File: src/rtl/lru_age_pkg.sv
package lru_age_pkg;
  // Bits needed to hold an index or an age for n ways (at least one).
  function automatic int unsigned field_width(int unsigned n);
    return (n <= 2) ? 1 : $clog2(n);
  endfunction
endpackage

File: src/rtl/lru_age_way.sv
// Age register for one way, with its own update rule.
module lru_age_way #(
  parameter int unsigned AGE_W    = 2,
  parameter int unsigned INIT_AGE = 0
) (
  input  logic             clk,
  input  logic             rst,
  input  logic             load_i,
  input  logic             touch_i,
  input  logic             hit_i,
  input  logic [AGE_W-1:0] ref_age_i,
  output logic [AGE_W-1:0] age_o
);
  localparam logic [AGE_W-1:0] START = AGE_W'(INIT_AGE);

  logic [AGE_W-1:0] age_q;

  always_ff @(posedge clk) begin
    if (rst) begin
      age_q <= '0;
    end else if (load_i) begin
      age_q <= START;
    end else if (touch_i) begin
      if (hit_i) begin
        age_q <= '0;
      end else if (age_q < ref_age_i) begin
        age_q <= age_q + 1'b1;
      end
    end
  end

  assign age_o = age_q;
endmodule

File: src/rtl/lru_victim_enc.sv
// Finds the way that holds the oldest age.
module lru_victim_enc #(
  parameter int unsigned NUM_WAYS = 3,
  parameter int unsigned AGE_W    = 2,
  parameter int unsigned IDX_W    = 2
) (
  input  logic [NUM_WAYS*AGE_W-1:0] ages_i,
  output logic [IDX_W-1:0]          victim_o
);
  localparam logic [AGE_W-1:0] OLDEST = AGE_W'(NUM_WAYS - 1);

  always_comb begin
    victim_o = '0;
    for (int i = 0; i < int'(NUM_WAYS); i++) begin
      if (ages_i[i*AGE_W +: AGE_W] == OLDEST) begin
        victim_o = IDX_W'(i);
      end
    end
  end
endmodule

File: src/rtl/lru_age_tracker.sv
module lru_age_tracker #(
  parameter int unsigned NUM_WAYS = 3,
  localparam int unsigned IDX_W = lru_age_pkg::field_width(NUM_WAYS),
  localparam int unsigned AGE_W = lru_age_pkg::field_width(NUM_WAYS)
) (
  input  logic                      clk,
  input  logic                      rst,
  input  logic                      init,
  input  logic                      touch_vld,
  input  logic [IDX_W-1:0]          touch_way,
  output logic                      ready,
  output logic [IDX_W-1:0]          victim_way,
  output logic [NUM_WAYS*AGE_W-1:0] way_ages
);
  logic             primed_q;
  logic             way_ok;
  logic             touch_en;
  logic [AGE_W-1:0] ref_age;

  always_ff @(posedge clk) begin
    if (rst) begin
      primed_q <= 1'b0;
    end else if (init) begin
      primed_q <= 1'b1;
    end
  end

  assign way_ok   = 32'(touch_way) < NUM_WAYS;
  assign touch_en = touch_vld && primed_q && way_ok;

  // Old age of the touched way.
  always_comb begin
    ref_age = '0;
    for (int i = 0; i < int'(NUM_WAYS); i++) begin
      if (touch_way == IDX_W'(i)) begin
        ref_age = way_ages[i*AGE_W +: AGE_W];
      end
    end
  end

  for (genvar g = 0; g < int'(NUM_WAYS); g++) begin : g_way
    lru_age_way #(
      .AGE_W   (AGE_W),
      .INIT_AGE(g)
    ) way_i (
      .clk      (clk),
      .rst      (rst),
      .load_i   (init),
      .touch_i  (touch_en),
      .hit_i    (touch_way == IDX_W'(g)),
      .ref_age_i(ref_age),
      .age_o    (way_ages[g*AGE_W +: AGE_W])
    );
  end

  lru_victim_enc #(
    .NUM_WAYS(NUM_WAYS),
    .AGE_W   (AGE_W),
    .IDX_W   (IDX_W)
  ) enc_i (
    .ages_i  (way_ages),
    .victim_o(victim_way)
  );

  assign ready = primed_q;
endmodule

File: config.mk
export PLATFORM = sky130hd
export DESIGN_NAME = lru_age_tracker
export DESIGN_NICKNAME = d
export VERILOG_FILES = /design/src/rtl/lru_age_pkg.sv /design/src/rtl/lru_age_way.sv /design/src/rtl/lru_victim_enc.sv /design/src/rtl/lru_age_tracker.sv
export SDC_FILE = /design/constraint.sdc
export NUM_CORES = 1
export LEC_CHECK = 0
export BUFFER_PORTS_ARGS = -buffer_cell sky130_fd_sc_hd__buf_2
export CORE_MARGIN = 4
export CORE_UTILIZATION = 30
export CTS_CLUSTER_DIAMETER = 150
export DETAILED_ROUTE_END_ITERATION = 10
export GPL_ROUTABILITY_DRIVEN = 0
export GPL_TIMING_DRIVEN = 0
export PLACE_DENSITY = 0.52
export SYNTH_ARGS = -nofsm -noshare
export SYNTH_HDL_FRONTEND = slang
export SYNTH_SLANG_ARGS = --single-unit
File: constraint.sdc
create_clock -name clk -period 1.6 [get_ports clk]
set_input_delay 0.32 -clock clk [delete_from_list [all_inputs] [get_ports clk]]
set_output_delay 0.32 -clock clk [all_outputs]
set_load 0.02 [all_outputs]
==> metrics.md <==
| Metric | Value |
|---|---|
| Antenna violations before repair | 0 |
| Final period util | 0.969 |
| Synth Area in Adders | 0.0401 |
| Tot GR Track Use | 0.126 |
| Endpoints failing setup | 0 |
| Clk root buf | clkbuf_4 |
| Area of the multi-input gates | 442 um^2 |
| Leakage power | 0.307 nW |
| Clk sinks | 7 |
| Largest net degree at the start of global routing | 11 |
| Mux cell area share after synthesis | 0.0721 |
| Critical Path Start | g_way[1].way_i.age_o[0]$_SDFFE_PP0P_ |
| Flop and latch count out of synthesis | 7 |
| CTS max path bufs | 2 |
| H-Tree Depth | 1 |
| Remaining antenna violation count | 0 |
| Peak VDD IR | 265 uV |
| Die area | 2880 um^2 |
| Grt ovf | 0 |
| CORE AREA | 1960 um^2 |
| FF/Latch Area | 146 um^2 |
| Setup TNS | 0 ps |
| DR WL/cell | 13.1 um |
| Post-Synth XOR/XNOR Area | 0 |
| DR DRC count | 0 |
| Syn_nets | 91 |
| Post-Layout Cell Count | 127 |
| Reg-to-reg startpoint | g_way[0].way_i.age_o[0]$_SDFFE_PP0P_ |
| First-pass GRT wire length | 2650 um |
| Setup Fix Bufs, Post-CTS | 0 |
| Max Cap Viol | 0 |
| Reg clk slew, reported paths | 70 ps |
| Die height | 53.6 um |
| P&R area growth vs syn | 21.8% |
| Antenna Cells | 0 |
| Row count | 16 |
| Worst EP arrival | 1230 ps |
| Port bufs | 13 |
| Initial detailed-routing violation count | 16 |
| Worst relative slew slack | 0.684 |
| Crit path time final | 1550 ps |
| CTS Buf Count | 3 |
| Worst min path class | in2reg |
| Mean Syn Cell Area | 7.52 um^2 |
| Worst Path Required | 1280 ps |
| Cts hold-fix bufs | 0 |
| Compound-cell area share of the yosys netlist | 0.273 |
| Unrepaired setup endpoints after global routing | false |
| Slew Viols, Final | 0 |
| Slew @ Worst Pin | 470 ps |
| Vias | 695 |
| TritonCTS clock tree | built |
| Power per cell area | 657 nW/um^2 |
| Main combinational cell family by area after synthesis | simple AND/OR/NAND/NOR gates |
| Share of layout cells above drive strength 1 | 0.280 |
| Number of global-route vias before repair | 627 |
| Pre-Repair DR Iteration Count | 4 |
| Placed cells | 123 |
| CP Capture Type | output port |
| Nets | 109 |
| Gate Count Post-Synth | 83 |
| Fmax | 645 MHz |
| Unique masters post-synth | 34 |
| Final Hold Viols | 0 |
| Hold wc startpoint | rst |
| Status | finished, final reports clean |
| Starting Density | 0.318 |
| Critical path class | reg2out |
| Synth Cell Area | 624 um^2 |
| Synth Flop Type | dfxtp_1 |
| Via/cell ratio | 5.47 |
| Synth async-reset ratio | 0 |
| Total Power | 0.500 mW |
| Simple-Gate Fraction of Synth Area | 0.315 |
| Clock Latency Late Sink | 270 ps |
| Register area share after synthesis | 0.224 |
| EDFF count, synth | 0 |
| Post-Route WL | 1670 um |
| Worst Path Max Fanout | 7 |
| Yosys Warn Count | 0 |
| Die X | 53.6 um |
| Startpoint types | register |
| Hold Path Sink | g_way[1].way_i.age_o[0]$_SDFFE_PP0P_ |
| Worst r2r path cells | 5 |
| Filler cells | 226 |
| I/O Pins | 15 |
| Half-perimeter wire length after placement | 1260 um |
| Flop-to-flop setup slack | 140 ps |
| Worst Hold Depth | 2 |
| Worst Skew | 5.46 ps |
| RR Endpoint | g_way[2].way_i.age_o[0]$_SDFFE_PP0P_ |
## power breakdown
part	internal, mW	leakage [nW]	switching, mW
sequential	0.182	0.0585	0.0142
combinational	0.0475	0.233	0.0744
clock	0.0964	0.0150	0.0856
## worst max-delay path by stage
stage,to,slack (ps),depth (start not counted)
after detailed placement,g_way[2].way_i.age_o[1]$_SDFFE_PP0P_,40,5
final,victim_way[0],50,4
after global routing,victim_way[0],10,4
after CTS,victim_way[0],50,4
after floorplan,victim_way[0],2,3
after global placement,g_way[2].way_i.age_o[1]$_SDFFE_PP0P_,60,5
## cell usage in the layout, fill, tap and decap left out, types with 2 or more instances in the layout
master,Yosys,routed
clkbuf_4,0,3
nor2_1,11,11
o21ai_0,3,3
inv_1,4,4
o31ai_1,2,2
mux2i_1,3,3
dfxtp_1,7,4
nor2b_1,2,2
nor3_1,7,6
buf_6,2,2
nand3_1,2,2
ha_1,2,2
nand2b_1,2,2
buf_2,2,15
nand3b_1,2,2
a21oi_1,6,6
dfxtp_2,0,2
a31oi_1,2,2
nand2_1,7,7
## worst max-delay path, stage by stage, from the launching register on
cell     delay, ps
dfxtp_2        400
inv_1          100
ha_1           190
nor2b_1        120
buf_2          150
## metal layers
metal	global-route usage	vias up	routed length, um
met2	0.216	30	794
met3	0.0194	7	91
met5	0	-	0
li1	-	346	-
met4	0.0766	0	42
met1	0.146	312	739
## cell families (layout without fill, tap and decap cells)
| group | Yosys count | in the layout |
|---|---|---|
| AO/OA/AOI/OAI | 24 | 24 |
| adder cells (fa/ha/maj) | 2 | 2 |
| buffers and inverters | 8 | 25 |
| flip-flops | 7 | 7 |
| multiplexers | 4 | 4 |
| AND/OR/NAND/NOR | 38 | 38 |
## per-stage QoR
| step | cell area, um^2 | utilization | hold slack [ps] | setup WS [ps] |
|---|---|---|---|---|
| after floorplan | 624 | - | 392 | 1.80 |
| after global placement | 723 | 0.369 | 472 | 56.1 |
| after detailed placement | 723 | 0.369 | 497 | 42.7 |
| after CTS | 752 | 0.383 | 290 | 51.7 |
| after global routing | 761 | 0.388 | 299 | 13.9 |
| final | 761 | 0.388 | 287 | 49.5 |
## cell usage after synthesis, drive strengths merged (2+ instances only)
cell type	count	area [um^2]
a211oi	2	20.0
a21oi	6	30.0
a31oi	2	12.5
buf	4	32.5
dfxtp	7	140
ha	2	25.0
inv	4	15.0
mux2i	3	30.0
nand2	7	26.3
nand2b	2	12.5
nand3	3	27.5
nand3b	2	15.0
nor2	11	41.3
nor2b	2	12.5
nor3	7	35.0
o21ai	4	20.0
o31ai	2	15.0
## area by class of cell
type	count	area share
clock buffer	4	0.0345
tap	27	0.0444
inverter	4	0.0197
sequential	7	0.192
buffer	4	0.0428
timing repair buffer	13	0.0855
multi-input combinational	68	0.581
## registers in the layout, indices dropped and copies added, names as in the netlist
signal	flops
g_way.way_i.age_o	6
ready	1
## repair_timing
| item | in CTS | in global routing |
|---|---|---|
| resized for setup | 2 | 3 |
| endpoints found under the hold margin | 0 | 0 |
| setup endpoints to repair | 1 | 3 |
Note: power is estimated with default switching activity, not from simulation.
